**src/rtl/dpage_pkg.sv**
```systemverilog
package dpage_pkg;
   typedef enum logic [1:0] {
      DP_PLAIN    = 2'd0,
      DP_INDEXED  = 2'd1,
      DP_PTR_LONG = 2'd2,
      DP_PUSH_IND = 2'd3
   } dp_class_e;

   function automatic logic page_confined_class(input dp_class_e c);
      return (c == DP_PLAIN) || (c == DP_INDEXED);
   endfunction
endpackage

```
**src/rtl/dpage_len_dec.sv**
```systemverilog
module dpage_len_dec
   import dpage_pkg::*;
#(
   parameter int CNT_W = 2
) (
   input  dp_class_e        cls_i,
   input  logic             wide_i,
   output logic [CNT_W-1:0] len_o
);
   always_comb begin
      unique case (cls_i)
         DP_PTR_LONG: len_o = CNT_W'(3);
         DP_PUSH_IND: len_o = CNT_W'(2);
         default:     len_o = wide_i ? CNT_W'(2) : CNT_W'(1);
      endcase
   end
endmodule

```
**src/rtl/dpage_addr_calc.sv**
```systemverilog
module dpage_addr_calc
   import dpage_pkg::*;
#(
   parameter int DR_W   = 16,
   parameter int PG_W   = 8,
   parameter int BANK_W = 8,
   parameter int CNT_W  = 2,
   localparam int AW    = BANK_W + DR_W
) (
   input  logic [DR_W-1:0]  dreg_i,
   input  logic             emu_i,
   input  dp_class_e        cls_i,
   input  logic [DR_W-1:0]  sum_i,
   input  logic [CNT_W-1:0] step_i,
   output logic [AW-1:0]    addr_o
);
   logic [DR_W-1:0] tot;
   logic [DR_W-1:0] full_ea;
   logic            confine;

   assign tot     = sum_i + DR_W'(step_i);
   assign full_ea = dreg_i + tot;
   assign confine = emu_i && (dreg_i[PG_W-1:0] == '0) && page_confined_class(cls_i);

   generate
      if (BANK_W > 0) begin : g_bank
         always_comb begin
            if (confine) addr_o = {{BANK_W{1'b0}}, dreg_i[DR_W-1:PG_W], tot[PG_W-1:0]};
            else         addr_o = {{BANK_W{1'b0}}, full_ea};
         end
      end else begin : g_nobank
         always_comb begin
            if (confine) addr_o = {dreg_i[DR_W-1:PG_W], tot[PG_W-1:0]};
            else         addr_o = full_ea;
         end
      end
   endgenerate
endmodule

```
**src/rtl/dpage_step_ctl.sv**
```systemverilog
module dpage_step_ctl #(
   parameter int CNT_W = 2
) (
   input  logic             clk,
   input  logic             rst_n,
   input  logic             start_i,
   input  logic             ready_i,
   input  logic [CNT_W-1:0] len_i,
   output logic             valid_o,
   output logic             done_o,
   output logic             load_o,
   output logic             upd_o,
   output logic [CNT_W-1:0] step_nxt_o
);
   logic [CNT_W-1:0] step_q, len_q;
   logic             adv, last;

   assign load_o = start_i && !valid_o;
   assign adv    = valid_o && ready_i;
   assign last   = (step_q == len_q - CNT_W'(1));
   assign upd_o  = load_o || (adv && !last);

   always_comb begin
      if (load_o)            step_nxt_o = '0;
      else if (adv && !last) step_nxt_o = step_q + CNT_W'(1);
      else                   step_nxt_o = step_q;
   end

   always_ff @(posedge clk or negedge rst_n) begin
      if (!rst_n) begin
         valid_o <= 1'b0;
         done_o  <= 1'b0;
         step_q  <= '0;
         len_q   <= '0;
      end else begin
         step_q <= step_nxt_o;
         if (load_o) begin
            valid_o <= 1'b1;
            done_o  <= 1'b0;
            len_q   <= len_i;
         end else if (adv && last) begin
            valid_o <= 1'b0;
            done_o  <= 1'b1;
         end else begin
            done_o  <= 1'b0;
         end
      end
   end
endmodule

```
**src/rtl/dpage_addr_gen.sv**
```systemverilog
module dpage_addr_gen
   import dpage_pkg::*;
#(
   parameter int DR_W    = 16,
   parameter int OFS_W   = 8,
   parameter int IDX_W   = 16,
   parameter int PG_W    = 8,
   parameter int BANK_W  = 8,
   parameter int MAX_LEN = 3,
   localparam int CNT_W  = $clog2(MAX_LEN + 1),
   localparam int AW     = BANK_W + DR_W
) (
   input  logic             clk,
   input  logic             rst_n,
   input  logic             start_i,
   input  logic [DR_W-1:0]  dreg_i,
   input  logic             emu_i,
   input  logic [OFS_W-1:0] ofs_i,
   input  logic [IDX_W-1:0] idx_i,
   input  logic [1:0]       mode_i,
   input  logic             wide_i,
   input  logic             ready_i,
   output logic [AW-1:0]    addr_o,
   output logic             valid_o,
   output logic             done_o
);
   generate
      if (MAX_LEN < 3)     begin : g_chk_len  $error("MAX_LEN must cover a 3-byte pointer"); end
      if (OFS_W > DR_W)    begin : g_chk_ofs  $error("offset wider than direct register"); end
      if (IDX_W > DR_W)    begin : g_chk_idx  $error("index wider than direct register"); end
      if (PG_W >= DR_W)    begin : g_chk_pg   $error("page must be narrower than direct register"); end
   endgenerate

   dp_class_e        cls_in, cls_q, cls_nxt;
   logic [DR_W-1:0]  sum_in, sum_q, sum_nxt;
   logic [DR_W-1:0]  dreg_q, dreg_nxt;
   logic             emu_q, emu_nxt;
   logic [CNT_W-1:0] len_in, step_nxt;
   logic             load, upd;
   logic [AW-1:0]    addr_nxt;

   assign cls_in = dp_class_e'(mode_i);
   assign sum_in = DR_W'(ofs_i) + ((cls_in == DP_INDEXED) ? DR_W'(idx_i) : '0);

   dpage_len_dec #(.CNT_W(CNT_W)) u_len (
      .cls_i (cls_in),
      .wide_i(wide_i),
      .len_o (len_in)
   );

   dpage_step_ctl #(.CNT_W(CNT_W)) u_ctl (
      .clk       (clk),
      .rst_n     (rst_n),
      .start_i   (start_i),
      .ready_i   (ready_i),
      .len_i     (len_in),
      .valid_o   (valid_o),
      .done_o    (done_o),
      .load_o    (load),
      .upd_o     (upd),
      .step_nxt_o(step_nxt)
   );

   assign dreg_nxt = load ? dreg_i : dreg_q;
   assign emu_nxt  = load ? emu_i  : emu_q;
   assign cls_nxt  = load ? cls_in : cls_q;
   assign sum_nxt  = load ? sum_in : sum_q;

   dpage_addr_calc #(.DR_W(DR_W), .PG_W(PG_W), .BANK_W(BANK_W), .CNT_W(CNT_W)) u_calc (
      .dreg_i(dreg_nxt),
      .emu_i (emu_nxt),
      .cls_i (cls_nxt),
      .sum_i (sum_nxt),
      .step_i(step_nxt),
      .addr_o(addr_nxt)
   );

   always_ff @(posedge clk or negedge rst_n) begin
      if (!rst_n) begin
         dreg_q <= '0;
         emu_q  <= 1'b0;
         cls_q  <= DP_PLAIN;
         sum_q  <= '0;
         addr_o <= '0;
      end else begin
         if (load) begin
            dreg_q <= dreg_i;
            emu_q  <= emu_i;
            cls_q  <= cls_in;
            sum_q  <= sum_in;
         end
         if (upd) addr_o <= addr_nxt;
      end
   end
endmodule

```
**config.mk**
```make
export PLATFORM = sky130hd
export DESIGN_NAME = dpage_addr_gen
export DESIGN_NICKNAME = d
export VERILOG_FILES = /design/src/rtl/dpage_pkg.sv /design/src/rtl/dpage_len_dec.sv /design/src/rtl/dpage_addr_calc.sv /design/src/rtl/dpage_step_ctl.sv /design/src/rtl/dpage_addr_gen.sv
export SDC_FILE = /design/constraint.sdc
export NUM_CORES = 1
export LEC_CHECK = 0
export ABC_AREA = 1
export BUFFER_PORTS_ARGS = -buffer_cell sky130_fd_sc_hd__buf_2
export CORE_MARGIN = 2
export CORE_UTILIZATION = 40
export DETAILED_ROUTE_END_ITERATION = 6
export PLACE_DENSITY = 0.66
export SYNTH_ARGS = -nofsm -noshare
export SYNTH_HDL_FRONTEND = slang
export SYNTH_SLANG_ARGS = --single-unit
```
**constraint.sdc**
```tcl
create_clock -name clk -period 9.7 [get_ports clk]
set_input_delay 1.94 -clock clk [delete_from_list [all_inputs] [get_ports clk]]
set_output_delay 1.94 -clock clk [all_outputs]
set_load 0.005 [all_outputs]
```
==> flow_summary.yaml <==
power:
  p_leak_nw: 2.59
  ir_drop_v: 0.000190
  cellPowerDensity_nw_per_um2: 344
cts:
  cts_sinks: 56
  cts_tree: "yes"
  numCtsBuffers: 5
  cts_buffer_depth: 2
  cts_hold_buf: 0
  clk_latency_ps: 310
  cts-root-buf: "clkbuf_8"
  cts_resized: 0
  post_cts_buffers: 0
  h-tree-depth: 2
  clkSlewWorstSetupHoldPaths_ps: 100
sta:
  slew_headroom_pct: 52.8
  skew_ps: 5.04
  worst_pin_slew_ps: 708
  slew_viol_final: 0
  finalSetupTns_ps: 0
  period_needed_ps: 6080
  setup_violations: 0
  hold_violations: 0
  rsz0062_at_grt: "no"
  fmax_ghz: 0.164
  fin_crit_sh_pct: 62.7
  fin_ws_ps: 3620
placed_design:
  place_congestion: 0.912
  pre_cts_ws_ps: 3310
  dpl.hpwl_um: 7630
  port_buffers: 65
job:
  drv_cap: 0
worst_setup_path:
  ff2ff_path_depth: 28
  cp.arrival_ps: 6300
  cp_slowest_cell: "fa_1"
  r2r_setup_slack_ps: 4980
  start_kind: "input pin"
  required_ps: 9920
  path_class: "input pin to flip-flop"
  crit_path_max_incr_delay_ps: 480
  reg2reg_to: "addr_o[15]"
  path_max_fanout: 11
  path_delay_family: "simple AND/OR/NAND/NOR gates"
  crit_buf_inv: 4
  end_kind: "flip-flop"
  r2r_start: "u_ctl.valid_o"
  crit_top_cell: "nand2_1"
layout:
  nets: 725
  drive_gt1_share_pct: 17.9
  num_antenna_cells: 0
  area_delta_synth_final_pct: 12.7
grt:
  grt-ovfl-total: 0
  grt_pass1_vias: 3982
  grt_max_degree: 57
  gr-usage-all-layers_pct: 18.1
  antenna_found_initial: 0
  grt_first_pass_wirelength_um: 17000
drt:
  drc: 0
  wl_um: 9780
  vias_per_cell: 4.99
  drt_iter0_drc: 220
  drtPass1Iterations: 5
  ant_nets: 0
  wire_per_inst_um: 12.5
  via_count: 3910
logic_synthesis:
  postSynthCellCount: 584
  synth_area_leaders: "dfrtp_1, nand2_1, ha_1"
  synth.cell_area_um2: 4280
  ys.warnings.count: 0
  synth_largest_area_cell: "dfrtp_1"
  synth.top_cell.area_share_pct: 32.7
  yosys.cell_types.count: 39
  syn_avg_cell_area_um2: 7.33
  synth-seq-area-share_pct: 32.7
  yosys_register_bits: 56
floorplan:
  die-area_um2: 11600
  core_area_um2: 10400
  ios: 74
  die_w_um: 107
  rows: 37
  die_y_um: 107
  initial_utilization_pct: 41.3
worst_hold_path:
  min_from: "addr_o[15]"
  holdPathEnd: "addr_o[15]"
  min_path_cells: 2
  hp-class: "flip-flop to flip-flop"
run_status:
  status: "complete, no violations"
[stage by stage]
stage / power [mW] / hold slack (ps) / std cells / instance area [um^2] / util (%)
5_1_grt: 1.85 / 504 / 783 / 4830 / 46.5
4_1_cts: 1.67 / 487 / 783 / 4830 / 46.5
2_1_floorplan: 1.25 / 442 / 591 / 4310 / -
6_report: 1.66 / 482 / 783 / 4830 / 46.5
3_5_place_dp: 1.49 / 462 / 776 / 4700 / 45.3
3_3_place_gp: 1.46 / 461 / 776 / 4700 / 45.3
[final cells by class]
cell class / count / area, um^2
Tap cell: 136 / 170
Timing Repair Buffer: 68 / 348
Clock inverter: 2 / 60.1
Multi-Input combinational cell: 443 / 2500
Inverter: 73 / 274
Sequential cell: 56 / 1400
Clock buffer: 5 / 68.8
Fill cell: 1081 / 5540
[metal layers]
metal	vias to the layer above	GRT usage, %	routed length (um)
li1	1977	-	-
met1	1850	21.9	4470
met2	73	33.2	4890
met3	10	3.33	312
met4	0	4.21	106
met5	-	0	0
[state kept, by name, summed over array words and instances (netlist names)]
register,cells
u_ctl.valid_o,1
sum_q,16
dreg_q,16
u_ctl.done_o,1
emu_q,1
u_ctl.len_q,2
addr_o,16
cls_q,1
u_ctl.step_q,2
[Yosys cell counts (all sizes together)]
library cell / n
nand2: 168
inv: 72
nor2: 63
dfrtp: 56
nand3: 43
a21oi: 37
o21ai: 29
ha: 27
buf: 15
xnor2: 13
xor2: 11
nand4: 9
or2: 7
o211ai: 6
a21o: 4
clkbuf: 4
nand3b: 4
a31oi: 3
fa: 3
mux2i: 3
nor4: 2
a31o: 1
and2: 1
clkinv: 1
conb: 1
o22ai: 1
[layout by cell type, fill, tap and decap left out, drive strengths merged, types with 2 or more instances in the layout]
master / Yosys / final
o21ai: 29 / 29
nor2: 63 / 63
mux2i: 3 / 3
bufinv: 0 / 2
o211ai: 6 / 6
buf: 15 / 68
nand2: 168 / 168
a21o: 4 / 4
conb: 1 / 8
fa: 3 / 3
inv: 72 / 72
nor4: 2 / 2
xor2: 11 / 11
nand3: 43 / 43
xnor2: 13 / 13
ha: 27 / 27
a21oi: 37 / 37
nand3b: 4 / 4
a31oi: 3 / 3
dfrtp: 56 / 56
or2: 7 / 7
clkbuf: 4 / 5
nand4: 9 / 9
[cells by family after synthesis]
kind of cell | count (synthesis) | synth area share (%)
simple gates | 297 | 31.4
other cells | 1 | 0.0876
compound gates | 81 | 11.5
buf+inv | 92 | 9.41
mux | 3 | 0.701
xor+xnor | 24 | 4.91
flops | 56 | 32.7
fa+ha+maj | 30 | 9.29
[worst max path at each step]
stage	startpoint	to	slack [ps]	cells after the start
final	mode_i[0]	addr_o[15]	3620	30
after global routing	mode_i[0]	addr_o[15]	3080	28
after CTS	mode_i[0]	addr_o[15]	3610	30
after detailed placement	mode_i[0]	addr_o[15]	3310	30
after global placement	mode_i[0]	addr_o[15]	3480	30
after floorplan	mode_i[1]	addr_o[15]	4070	31
[tightest hold or removal path, cell delays in order, from the launching register on]
cell,delay [ps]
dfrtp_1,350
nand2_1,50
nand2_1,50
[where the power goes]
group          internal, mW  total [mW]  switching [mW]  leakage [nW]
clock                 0.102       0.178          0.0763        0.0642
sequential            0.349       0.391          0.0413         0.672
combinational         0.437        1.09           0.657          1.86
total                 0.888        1.66           0.775          2.59
Power figures use the tool's default switching activity.
